--- config.mk ---
export PLATFORM = sky130hd
export DESIGN_NAME = alu_shift_unit
export DESIGN_NICKNAME = d
export VERILOG_FILES = /design/src/rtl/fu_pkg.sv /design/src/rtl/fu_arith.sv /design/src/rtl/fu_logic.sv /design/src/rtl/fu_shift.sv /design/src/rtl/alu_shift_unit.sv
export SDC_FILE = /design/constraint.sdc
export NUM_CORES = 1
export LEC_CHECK = 0
export BUFFER_PORTS_ARGS = -buffer_cell sky130_fd_sc_hd__buf_4
export CORE_MARGIN = 2
export CORE_UTILIZATION = 52
export DETAILED_ROUTE_END_ITERATION = 16
export GPL_TIMING_DRIVEN = 1
export PLACE_DENSITY = 0.79
export SKIP_LAST_GASP = 1
export SYNTH_ARGS = -nofsm -noshare
export SYNTH_HDL_FRONTEND = slang
export SYNTH_SLANG_ARGS = --single-unit
--- constraint.sdc ---
create_clock -name vclk -period 2.7
set_input_delay 0.405 -clock vclk [all_inputs]
set_output_delay 0.405 -clock vclk [all_outputs]
set_load 0.02 [all_outputs]
--- src/rtl/fu_pkg.sv ---
package fu_pkg;
    localparam int FSEL_W = 4;

    typedef enum logic [1:0] {
        SH_PASS  = 2'b00,
        SH_RIGHT = 2'b01,
        SH_LEFT  = 2'b10,
        SH_PASS2 = 2'b11
    } shift_sel_e;

    typedef enum logic [1:0] {
        LG_AND = 2'b00,
        LG_OR  = 2'b01,
        LG_XOR = 2'b10,
        LG_NOT = 2'b11
    } logic_sel_e;
endpackage

--- src/rtl/fu_arith.sv ---
module fu_arith #(
    parameter int W = 8
) (
    input  logic [W-1:0] a,
    input  logic [W-1:0] b,
    input  logic         s1,
    input  logic         s0,
    input  logic         cin,
    output logic [W-1:0] g,
    output logic         cout,
    output logic         ovf
);
    localparam int MSB = W - 1;

    logic [W-1:0] y;
    logic [W:0]   sum;

    // per-bit conditioning of B: y = b&s0 | ~b&s1
    for (genvar i = 0; i < W; i++) begin : g_cond
        assign y[i] = (b[i] & s0) | (~b[i] & s1);
    end

    always_comb begin
        sum  = {1'b0, a} + {1'b0, y} + {{W{1'b0}}, cin};
        g    = sum[W-1:0];
        cout = sum[W];
        // same-sign operands giving a different-sign result
        ovf  = (a[MSB] == y[MSB]) && (sum[MSB] != a[MSB]);
    end
endmodule

--- src/rtl/fu_logic.sv ---
module fu_logic #(
    parameter int W = 8
) (
    input  logic [W-1:0] a,
    input  logic [W-1:0] b,
    input  logic [1:0]   sel,
    output logic [W-1:0] h
);
    import fu_pkg::*;

    for (genvar i = 0; i < W; i++) begin : g_bit
        always_comb begin
            unique case (logic_sel_e'(sel))
                LG_AND:  h[i] = a[i] & b[i];
                LG_OR:   h[i] = a[i] | b[i];
                LG_XOR:  h[i] = a[i] ^ b[i];
                default: h[i] = ~a[i];
            endcase
        end
    end
endmodule

--- src/rtl/fu_shift.sv ---
module fu_shift #(
    parameter int W = 8
) (
    input  logic [W-1:0] b,
    input  logic [1:0]   sel,
    output logic [W-1:0] s
);
    import fu_pkg::*;

    localparam logic FILL = 1'b0;

    always_comb begin
        unique case (shift_sel_e'(sel))
            SH_RIGHT: s = {FILL, b[W-1:1]};
            SH_LEFT:  s = {b[W-2:0], FILL};
            default:  s = b;
        endcase
    end
endmodule

--- src/rtl/alu_shift_unit.sv ---
module alu_shift_unit #(
    parameter int W = 8
) (
    input  logic [W-1:0]             a_in,
    input  logic [W-1:0]             b_in,
    input  logic [fu_pkg::FSEL_W-1:0] fsel,
    output logic [W-1:0]             f_out,
    output logic                     ovf_o,
    output logic                     cry_o,
    output logic                     neg_o,
    output logic                     zero_o
);
    typedef struct packed {
        logic [W-1:0] f;
        logic         v;
        logic         c;
        logic         n;
        logic         z;
    } result_t;

    logic [W-1:0] arith_g;
    logic [W-1:0] logic_h;
    logic [W-1:0] shift_s;
    logic         arith_c;
    logic         arith_v;
    logic         mode_logic;
    logic         mf_sel;
    result_t      res_d;

    assign mode_logic = fsel[3];
    assign mf_sel     = fsel[3] & fsel[2];

    fu_arith #(.W(W)) arith_i (
        .a    (a_in),
        .b    (b_in),
        .s1   (fsel[2]),
        .s0   (fsel[1]),
        .cin  (fsel[0]),
        .g    (arith_g),
        .cout (arith_c),
        .ovf  (arith_v)
    );

    fu_logic #(.W(W)) logic_i (
        .a   (a_in),
        .b   (b_in),
        .sel (fsel[1:0]),
        .h   (logic_h)
    );

    fu_shift #(.W(W)) shift_i (
        .b   (b_in),
        .sel (fsel[1:0]),
        .s   (shift_s)
    );

    always_comb begin
        res_d = '0;
        if (mf_sel) begin
            res_d.f = shift_s;
        end else if (mode_logic) begin
            res_d.f = logic_h;
        end else begin
            res_d.f = arith_g;
            res_d.c = arith_c;
            res_d.v = arith_v;
        end
        res_d.n = res_d.f[W-1];
        res_d.z = (res_d.f == '0);
    end

    assign f_out  = res_d.f;
    assign ovf_o  = res_d.v;
    assign cry_o  = res_d.c;
    assign neg_o  = res_d.n;
    assign zero_o = res_d.z;
endmodule

# [After elaboration in Yosys (flattened, before gate mapping)]
# Index checks and enable logic that the tools add are counted.
[totals] regBits=0 input_bits=20 output_inout_bits=12
[op_classes] addsub=2 n_eq_ne=4 muxes=13 n_bitwise=65 reduce_logical=3
[ops] operator="1-bit bitwise AND" count=25
[ops] operator="1-bit one-hot mux with 3 select lines" count=8
[ops] operator="8-bit two-way mux" count=2
[ops] operator="1-bit NOT" count=16
[ops] operator="1-bit OR" count=16
[ops] operator="8-bit one-hot mux with 2 select lines" count=1
[ops] operator="8-bit by 8-bit adder with 9-bit output" count=1
[ops] operator="9-bit by 1-bit adder with 9-bit output" count=1
[ops] operator="8-bit zero test" count=1
[ops] operator="1-bit bitwise XOR" count=8
[ops] operator="2-bit two-way mux" count=2
[ops] operator="2-bit by 1-bit equality test with 1-bit output (second input constant)" count=1
[ops] operator="2-bit equality test (second input constant)" count=1
[ops] operator="2-bit zero test" count=1
[ops] operator="1-bit equality test" count=1
[ops] operator="1-bit logical AND" count=1
[ops] operator="1-bit inequality test" count=1

# [Longest topological paths before layout]
# Gate-level depths: netlist of run 1.
[logic_depth] depth_word=9 ltp_mapped=12 mapped_depth_nobuf=10

# [Cells and area by module]
# A second synthesis of run 1 with hierarchy kept.
[unflattened] cells_unflattened=162 area_unflattened_um2=1297.5
[by_module_without_submodules] mod="fu_logic" instances=1 cells_per_inst=50 area_each_um2=493.0 seq_area_each_um2=0.0
[by_module_without_submodules] mod="fu_arith" instances=1 cells_per_inst=50 area_each_um2=426.7 seq_area_each_um2=0.0
[by_module_without_submodules] mod="alu_shift_unit" instances=1 cells_per_inst=33 area_each_um2=215.2 seq_area_each_um2=0.0
[by_module_without_submodules] mod="fu_shift" instances=1 cells_per_inst=29 area_each_um2=162.7 seq_area_each_um2=0.0

# [Least setup slack after synthesis of run 1]
# OpenSTA, ideal clock, no wires.
[synth_path] path_type="input-to-output" startpoint="in fsel[2] in the netlist's numbering" endpoint="out zero_o" arrival_ns=2.905 t_required_ns=2.295 slack_ns=-0.610 path_stages=11 path_cell_list="buf_2 -> clkbuf_1 -> mux2i_1 -> fa_1 -> inv_1 -> fa_1 -> nand2_1 -> a221oi_1 -> and4bb_1 -> o211ai_1 -> nor4_2"
[synth_via] elab_chain_len=7
[synth_lines] item="from (decl)" line="alu_shift_unit.sv:6" rtl="input logic [fu_pkg::FSEL_W-1:0] fsel,"
[synth_lines] item="1-bit bitwise AND" line="fu_arith.sv:20" rtl="assign y[i] = (b[i] & s0) | (~b[i] & s1);"
[synth_lines] item="1-bit OR" line="fu_arith.sv:20"
[synth_lines] item="8-bit by 8-bit adder with 9-bit output" line="fu_arith.sv:24" rtl="sum = {1'b0, a} + {1'b0, y} + {{W{1'b0}}, cin};"
[synth_lines] item="9-bit by 1-bit adder with 9-bit output" line="fu_arith.sv:24"
[synth_lines] item="8-bit two-way mux" line="alu_shift_unit.sv:61" rtl="end else if (mode_logic) begin"
[synth_lines] item="8-bit two-way mux *" line="alu_shift_unit.sv:59" rtl="if (mf_sel) begin"
[synth_lines] item="via f_out[1]" line="alu_shift_unit.sv:7" rtl="output logic [W-1:0] f_out,"
[synth_lines] item="8-bit zero test *" line="alu_shift_unit.sv:69" rtl="res_d.z = (res_d.f == '0);"
[synth_lines] item="to (decl)" line="alu_shift_unit.sv:11" rtl="output logic zero_o"
# The timed path passes the listed nets; every way through them passes the cells marked *.

# [Final worst setup path of run 1]
[layout_path] startpoint="in b_in[0]" endpoint="out zero_o"
[layout_via] elab_chain_len=8
[layout_lines] item="from (decl)" line="alu_shift_unit.sv:5" rtl="input logic [W-1:0] b_in,"
[layout_lines] item="1-bit NOT" line="fu_arith.sv:20"
[layout_lines] item="1-bit bitwise AND" line="fu_arith.sv:20"
[layout_lines] item="1-bit OR" line="fu_arith.sv:20"
[layout_lines] item="8-bit by 8-bit adder with 9-bit output" line="fu_arith.sv:24"
[layout_lines] item="9-bit by 1-bit adder with 9-bit output" line="fu_arith.sv:24"
[layout_lines] item="8-bit two-way mux" line="alu_shift_unit.sv:61"
[layout_lines] item="8-bit two-way mux *" line="alu_shift_unit.sv:59"
[layout_lines] item="8-bit zero test *" line="alu_shift_unit.sv:69"
# Mark *: on every way between the ends. The rest lies on a longest branch, timed or not.

==> impl_metrics.tcl, run 1 <==
set metrics [dict create \
    worst-endpoint-required_ns 2.30 \
    seq_area_um2 0 \
    dpl.hpwl_mm 3.73 \
    floorplan.initialDensity_pct 53.6 \
    placeableCoreArea_um2 2430 \
    crit_path_max_fanout 3 \
    io_pins 32 \
    grt_setup_unrepaired "yes" \
    critical_path.startpoint_type "primary input" \
    fp-row-count 18 \
    run_status "complete, but fails checks" \
    total_non_filler_cell_area_in_the_finished_layout_um2 2140 \
    dpl_cell_area_um2 1920 \
    yosys.area_share.adder_pct 29.0 \
    antenna_violating_nets_left 0 \
    global_route_wire_length_before_repair_mm 7.42 \
    post_drt_via_cell_ratio 6.16 \
    layout.sequential_cells 0 \
    drt-pass1-iter-count 4 \
    post_layout_nonfiller_instances 281 \
    placement.io_buffers 32 \
    final.period_utilization_pct 109 \
    worstPathArrival_ns 2.54 \
    power_density_nw_per_um2 263 \
    grt_overflow_total 0 \
    syn-num-nets 230 \
    violated_checks "negative setup slack" \
    route.detailed.drc 0 \
    min_delay_path_depth 3 \
    wl_mm 5.55 \
    floorplan.die.height_um 54.1 \
    dieWidth_um 54.1 \
    synthSimpleGateAreaFrac_pct 16.6 \
    post_cts_hold_buffer_count 0 \
    post_synth_mux_area_share_pct 7.39 \
    detailedPlace.worstSlack_ns -0.272 \
    area_delta_synth_final_pct 64.4 \
    grt_max_degree 17 \
    fmaxAchievable_mhz 339 \
    avgRoutedWirePerCell_um 19.7 \
    gp_routability_congestion 0.872 \
    fin_crit_ns 2.95 \
    number_of_antenna_violations_at_the_first_check_in_global_routing 0 \
    share_of_layout_cells_above_drive_strength_1_pct 46.2 \
    seq_area_frac_synth_pct 0 \
    post_synth_num_cell_types 44 \
    hp-class "in -> out" \
    power.static_leakage_nw 1.03 \
    die_area_um2 2920 \
    route.vias.total 1731 \
    syn_inst 181 \
    clk_buf_instances 0 \
    first_global_vias 1632 \
    slew_headroom_pct 70.8 \
    numPlacedInstances 276 \
    min-delay-start "fsel[3]" \
    worstSetupPathType "in -> out" \
    synth_area_um2 1300 \
    timing.max_cap.violations 0 \
    drt-initial-drc-count 105 \
    fin_ws_ns -0.246 \
    worst_max_slew_pin_slew_ns 0.438 \
    mostFrequentLayoutCells "sky130_fd_sc_hd__buf_4 (68), sky130_fd_sc_hd__inv_1 (24), sky130_fd_sc_hd__ha_1 (22)" \
    timing_hold_violations_final 0 \
    mostFrequentLayoutCell "sky130_fd_sc_hd__buf_4" \
    slew_viol_final 0 \
    final-setup-viol-count 5 \
    irDropWorstVdd_uv 260 \
    ys_warn_count 0 \
    post_synthesis_compound_gate_area_fraction_pct 32.7 \
    worst_hold_path.endpoint "ovf_o" \
    gr-usage-all-layers_pct 35.0 \
    endpoint_kind "output port" \
    synth_top_family_by_area "compound AO/OA/AOI/OAI gates" \
    area_share_of_xor_xnor_cells_in_the_synthesized_design_pct 2.69 \
    antenna-diode-count 0 \
    finalNetCount 302 \
    synth_area_per_cell_um2 7.20 \
]
[synth_stat cells (all sizes together) (4+ instances only)]
cell type | instances | area (um2)
nand2 | 10 | 40.0
mux2i | 4 | 40.0
nor2b | 5 | 31.3
mux2 | 5 | 56.3
a21oi | 13 | 65.1
buf | 7 | 46.3
ha | 27 | 338
a22oi | 8 | 60.1
o21ai | 16 | 80.1
nand2b | 7 | 43.8
xnor2 | 4 | 35.0
nand3 | 5 | 25.0
a31oi | 4 | 25.0
nor2 | 7 | 26.3
inv | 26 | 97.6
[cells by family after synthesis]
logic type | count (synthesis)
simple gates | 40
fa+ha+maj | 29
xor+xnor | 4
buf+inv | 35
mux | 9
compound gates | 64
[per-layer routing]
metal  part of all wire (%)  global-route usage (%)  vias up  routed length, um
li1                       -                       -      792                  -
met1                     38                    41.2      809               2090
met2                     50                    67.1      108               2790
met3                    8.5                    3.61       22                469
met4                    3.6                    7.50        0                199
met5                      0                       0        -                  0
[per-stage QoR]
| stage | util, % | setup TNS (ns) | hold WS [ns] | total power, mW |
|---|---|---|---|---|
| floorplan | - | -0.313 | 0.939 | 0.265 |
| global placement | 79.0 | -0.165 | 1.21 | 0.438 |
| detailed placement | 79.0 | -0.633 | 1.22 | 0.456 |
| global route | 88.1 | -1.21 | 1.25 | 0.592 |
| finish | 88.1 | -0.799 | 1.23 | 0.563 |
| CTS | 82.8 | -0.275 | 1.21 | 0.486 |
[power breakdown]
part / leakage, nW / internal, mW / switching [mW]
logic: 1.03 / 0.275 / 0.288
registers: 0 / 0 / 0
clock network: 0 / 0 / 0
[layout make-up]
cell class / count / area (um2)
tap: 30 / 37.5
inverter: 26 / 97.6
multi-input combinational: 146 / 1340
timing repair buffer: 79 / 672
fill: 120 / 289
[critical path: stages]
cell and delay [ns]:
sky130_fd_sc_hd__buf_8 0.10, sky130_fd_sc_hd__mux2i_4 0.17, sky130_fd_sc_hd__fa_2 0.37, sky130_fd_sc_hd__nor2b_1 0.38, sky130_fd_sc_hd__o2111ai_4 0.21, sky130_fd_sc_hd__nand2_1 0.16, sky130_fd_sc_hd__xnor2_2 0.13, sky130_fd_sc_hd__a41oi_1 0.18
sky130_fd_sc_hd__nor4_4 0.25, sky130_fd_sc_hd__buf_4 0.18
[how the worst max path moves through the flow]
stage | from | endpoint | slack, ns | depth (start not counted)
floorplan | fsel[2] | zero_o | -0.23 | 12
global placement | fsel[1] | zero_o | -0.14 | 11
detailed placement | fsel[1] | zero_o | -0.27 | 12
CTS | b_in[0] | zero_o | -0.19 | 11
global route | b_in[0] | zero_o | -0.36 | 10
finish | b_in[0] | zero_o | -0.25 | 10
[what timing repair did]
action,4_1_cts,5_1_grt
endpoints found under the hold margin,0,0
gates resized for setup,17,22
setup buffers,1,4
pin swaps,6,11
endpoints found under the setup margin,6,7
No activity file was read; power rests on OpenSTA's default activity.
==> inputs of run 2 (changes only) <==
--- a/config.mk
+++ b/config.mk
@@ -7,10 +7,10 @@
 export LEC_CHECK = 0
 export BUFFER_PORTS_ARGS = -buffer_cell sky130_fd_sc_hd__buf_4
 export CORE_MARGIN = 2
-export CORE_UTILIZATION = 52
+export CORE_UTILIZATION = 23
 export DETAILED_ROUTE_END_ITERATION = 16
 export GPL_TIMING_DRIVEN = 1
-export PLACE_DENSITY = 0.79
+export PLACE_DENSITY = 0.51
 export SKIP_LAST_GASP = 1
 export SYNTH_ARGS = -nofsm -noshare
 export SYNTH_HDL_FRONTEND = slang
==> impl_metrics.tcl, run 2 (synthesis results as in run 1) <==
set metrics [dict create \
    post_drt_via_cell_ratio 4.78 \
    post_cts_hold_buffer_count 0 \
    critical_path.startpoint_type "primary input" \
    first_global_vias 1575 \
    power_density_nw_per_um2 239 \
    fp-row-count 27 \
    finalNetCount 308 \
    global_route_wire_length_before_repair_mm 7.49 \
    gp_routability_congestion 0.808 \
    hp-class "in -> out" \
    slowest_stage "sky130_fd_sc_hd__fa_2" \
    fin_ws_ns -0.189 \
    layout.sequential_cells 0 \
    cpPeakStageDelay_ns 0.51 \
    worst_max_slew_pin_slew_ns 0.333 \
    grt_overflow_total 0 \
    critical-path-top-delay-family "adder cells" \
    gr-usage-all-layers_pct 14.6 \
    slew_headroom_pct 77.7 \
    area_delta_synth_final_pct 70.8 \
    n_fill_cell 570 \
    power.static_leakage_nw 1.07 \
    mostFrequentLayoutCells "sky130_fd_sc_hd__buf_4 (76), sky130_fd_sc_hd__inv_1 (25), sky130_fd_sc_hd__ha_1 (25)" \
    min_delay_path_depth 3 \
    final-setup-viol-count 3 \
    crit_path_max_fanout 2 \
    violated_checks "negative setup slack" \
    timing_hold_violations_final 0 \
    worstPathArrival_ns 2.48 \
    antenna_violating_nets_left 0 \
    worst_hold_path.endpoint "ovf_o" \
    route.vias.total 1571 \
    seq_area_um2 0 \
    avgRoutedWirePerCell_um 13.7 \
    antenna-diode-count 0 \
    floorplan.die.height_um 79.3 \
    clk_buf_instances 0 \
    slew_viol_final 0 \
    critical-path-top-cell-by-count "sky130_fd_sc_hd__fa_2" \
    dpl.hpwl_mm 3.52 \
    drt-initial-drc-count 90 \
    critPathLaunch "b_in[0]" \
    min-delay-start "fsel[3]" \
    share_of_layout_cells_above_drive_strength_1_pct 45.1 \
    fmaxAchievable_mhz 346 \
    floorplan.initialDensity_pct 23.7 \
    endpoint_kind "output port" \
    die_area_um2 6290 \
    drt-pass1-iter-count 4 \
    dieWidth_um 79.3 \
    critPathBufInv 3 \
    final.period_utilization_pct 107 \
    placeableCoreArea_um2 5510 \
    detailedPlace.worstSlack_ns -0.201 \
    irDropWorstVdd_uv 167 \
    wl_mm 4.52 \
    placement.io_buffers 32 \
    timing.max_cap.violations 0 \
    io_pins 32 \
    worstSetupPathType "in -> out" \
    run_status "complete, but fails checks" \
    route.detailed.drc 0 \
    fin_tns_setup_ns -0.295 \
    fin_crit_ns 2.89 \
    mostFrequentLayoutCell "sky130_fd_sc_hd__buf_4" \
    crit_path_cell_trace "buf_8 -> mux2i_4 -> fa_2 -> inv_2 -> fa_2 -> nand2_1 -> a221oi_2 -> and4bb_1 -> o211ai_1 -> nor4_4 -> buf_4" \
    worst-endpoint-required_ns 2.30 \
    grt_setup_unrepaired "yes" \
    number_of_antenna_violations_at_the_first_check_in_global_routing 0 \
    grt_max_degree 17 \
]
[run 2: per-stage QoR]
stage          hold slack [ns]  std cells  power [mW]  area, um2  util [%]
2_1_floorplan            0.939        181       0.265       1380         -
3_3_place_gp              1.22        325       0.460       2000      36.4
3_5_place_dp              1.22        325       0.459       2000      36.4
4_1_cts                   1.22        327       0.500       2140      38.9
5_1_grt                   1.27        329       0.584       2230      40.4
6_report                  1.24        329       0.533       2230      40.4
[run 2: layout make-up]
type | count | area, um2 | share of cell area (%)
inverter | 26 | 97.6 | 4.38
timing repair buffer | 85 | 704 | 31.6
tap | 72 | 90.1 | 4.04
multi-input combinational | 146 | 1340 | 59.9
[run 2: power by group]
group | internal, mW | total [mW] | leakage, nW | switching [mW]
clock network | 0 | 0 | 0 | 0
logic | 0.272 | 0.533 | 1.07 | 0.261
registers | 0 | 0 | 0 | 0
total | 0.272 | 0.533 | 1.07 | 0.261
[run 2: routing by layer]
layer / vias up / part of all wire, % / GRT usage (%) / wire length [um]
li1: 804 / - / - / -
met5: - / 0 / 0 / 0
met4: 0 / 0.31 / 0.690 / 14
met3: 2 / 4.4 / 0 / 197
met2: 39 / 46 / 25.0 / 2090
met1: 726 / 49 / 21.5 / 2220
[run 2: worst max path at each step]
stage | to | slack (ns) | depth (start not counted)
global route | zero_o | -0.29 | 11
global placement | zero_o | -0.18 | 12
detailed placement | zero_o | -0.20 | 11
finish | zero_o | -0.19 | 11
floorplan | zero_o | -0.23 | 12
CTS | zero_o | -0.20 | 12
[run 2: timing repair]
action,4_1_cts,5_1_grt
endpoints found under the setup margin,6,7
pin swaps,6,12
setup buffers,1,2
gates resized for setup,18,17
gates cloned,1,0
==> inputs of run 3 (changes only) <==
--- a/config.mk
+++ b/config.mk
@@ -9,7 +9,7 @@
 export CORE_MARGIN = 2
 export CORE_UTILIZATION = 23
 export DETAILED_ROUTE_END_ITERATION = 16
-export GPL_TIMING_DRIVEN = 1
+export GPL_TIMING_DRIVEN = 0
 export PLACE_DENSITY = 0.51
 export SKIP_LAST_GASP = 1
 export SYNTH_ARGS = -nofsm -noshare
==> impl_metrics.tcl, run 3 (synthesis results as in run 1) <==
set metrics [dict create \
    run_status "complete, but fails checks" \
    violated_checks "negative setup slack" \
    critical_path.startpoint_type "primary input" \
    die_area_um2 6290 \
    drt-pass1-iter-count 4 \
    gr-usage-all-layers_pct 14.6 \
    antenna_violating_nets_left 0 \
    dpl.hpwl_mm 3.35 \
    seq_area_um2 0 \
    io_pins 32 \
    power_density_nw_per_um2 256 \
    fin_ws_ns -0.377 \
    fp-row-count 27 \
    slew_viol_final 0 \
    power.static_leakage_nw 0.944 \
    first_global_vias 1489 \
    finalNetCount 278 \
    clockPowerShare_pct 0 \
    grt_max_degree 11 \
    detailedPlace.worstSlack_ns -0.553 \
    clk_buf_instances 0 \
    avgRoutedWirePerCell_um 15.3 \
    final.period_utilization_pct 114 \
    switching_power_share_of_the_total_pct 50.5 \
    hp-class "in -> out" \
    crit_path_max_fanout 3 \
    final-setup-viol-count 7 \
    fin_crit_ns 3.08 \
    worstPathArrival_ns 2.67 \
    dieWidth_um 79.3 \
    worstSetupPathType "in -> out" \
    min_delay_path_depth 4 \
    placement.io_buffers 32 \
    post_drt_via_cell_ratio 4.92 \
    worst-endpoint-required_ns 2.30 \
    layout.sequential_cells 0 \
    timing_hold_violations_final 0 \
    global_route_wire_length_before_repair_mm 7.34 \
    number_of_antenna_violations_at_the_first_check_in_global_routing 0 \
    grt_setup_unrepaired "yes" \
    route.detailed.drc 0 \
    drt-initial-drc-count 80 \
    wl_mm 4.57 \
    slew_headroom_pct 72.1 \
    grt_overflow_total 0 \
    placeableCoreArea_um2 5510 \
    numPlacedInstances 285 \
    worst_max_slew_pin_slew_ns 0.417 \
    fmaxAchievable_mhz 325 \
    irDropWorstVdd_uv 163 \
    mostFrequentLayoutCells "sky130_fd_sc_hd__buf_4 (39), sky130_fd_sc_hd__inv_1 (24), sky130_fd_sc_hd__ha_1 (21)" \
    total_switching_power_mw 0.273 \
    mostFrequentLayoutCell "sky130_fd_sc_hd__buf_4" \
    power_frac_comb_pct 100.0 \
    area_delta_synth_final_pct 61.6 \
    antenna-diode-count 0 \
    seq_power_share_pct 0 \
    floorplan.initialDensity_pct 23.7 \
    post_layout_nonfiller_instances 299 \
    p_int_mw 0.267 \
    endpoint_kind "output port" \
    share_of_layout_cells_above_drive_strength_1_pct 43.6 \
    route.vias.total 1472 \
    n_fill_cell 573 \
    floorplan.die.height_um 79.3 \
    timing.max_cap.violations 0 \
    gp_routability_congestion 0.810 \
]
run 3: cell count changes in the layout (fill, tap and decap cells not counted), moves of 3 or more:
cell / delta
sky130_fd_sc_hd__buf_4: -37
sky130_fd_sc_hd__mux2_4: +3
sky130_fd_sc_hd__ha_4: +3
sky130_fd_sc_hd__ha_1: -4
sky130_fd_sc_hd__buf_6: +4
sky130_fd_sc_hd__mux2_2: -3
sky130_fd_sc_hd__buf_2: +3
run 3: metrics by stage:
step | total power, mW | instance area, um2 | hold slack (ns) | setup TNS [ns] | utilization, %
3_5_place_dp | 0.401 | 1710 | 1.23 | -2.47 | 31.0
6_report | 0.540 | 2110 | 1.32 | -1.60 | 38.3
5_1_grt | 0.587 | 2110 | 1.33 | -2.31 | 38.3
3_3_place_gp | 0.399 | 1710 | 1.23 | -2.32 | 31.0
2_1_floorplan | 0.265 | 1380 | 0.939 | -0.313 | -
4_1_cts | 0.497 | 1990 | 1.27 | -1.71 | 36.2
run 3: final timing paths:
| check | endpoint | start | slack (ns) |
|---|---|---|---|
| max | zero_o | fsel[2] | -0.38 |
| min | cry_o | a_in[7] | 1.32 |
run 3: per-layer routing:
metal / share of wire (%) / global-route usage [%] / vias to the layer above
met4: 0 / 0.517 / 0
met1: 46 / 21.2 / 685
met3: 5.6 / 0.114 / 0
li1: - / - / 743
met5: 0 / 0 / -
met2: 48 / 25.4 / 44
run 3: area by class of cell:
type	count	area, um2	area share [%]
multi-input combinational	146	1440	68.5
timing repair buffer	46	384	18.2
inverter	26	100	4.75
buffer	9	90.1	4.28
tap	72	90.1	4.28
run 3: repair_timing:
item / CTS / global route
hold buffers: 0 / 0
endpoints found under the hold margin: 0 / 0
resized for setup: 38 / 20
setup buffers: 10 / 5
pin swaps: 9 / 7
endpoints found under the setup margin: 9 / 11
run 3: power by group through the flow:
stage	clock network (mW)	logic, mW	registers (mW)
after CTS	0	0.497	0
after floorplan	0	0.265	0
final	0	0.540	0
after global placement	0	0.399	0
after global routing	0	0.587	0
after detailed placement	0	0.401	0
run 3: worst max-delay path, cell delays in order:
cell and delay, ns:
sky130_fd_sc_hd__buf_6 0.10, sky130_fd_sc_hd__buf_8 0.11, sky130_fd_sc_hd__clkbuf_16 0.15, sky130_fd_sc_hd__mux2i_4 0.15, sky130_fd_sc_hd__fa_2 0.24, sky130_fd_sc_hd__inv_2 0.04
sky130_fd_sc_hd__fa_2 0.52, sky130_fd_sc_hd__nand2_2 0.06, sky130_fd_sc_hd__a221oi_4 0.30, sky130_fd_sc_hd__and4bb_1 0.22, sky130_fd_sc_hd__o211ai_1 0.17, sky130_fd_sc_hd__nor4_4 0.05
sky130_fd_sc_hd__buf_4 0.16
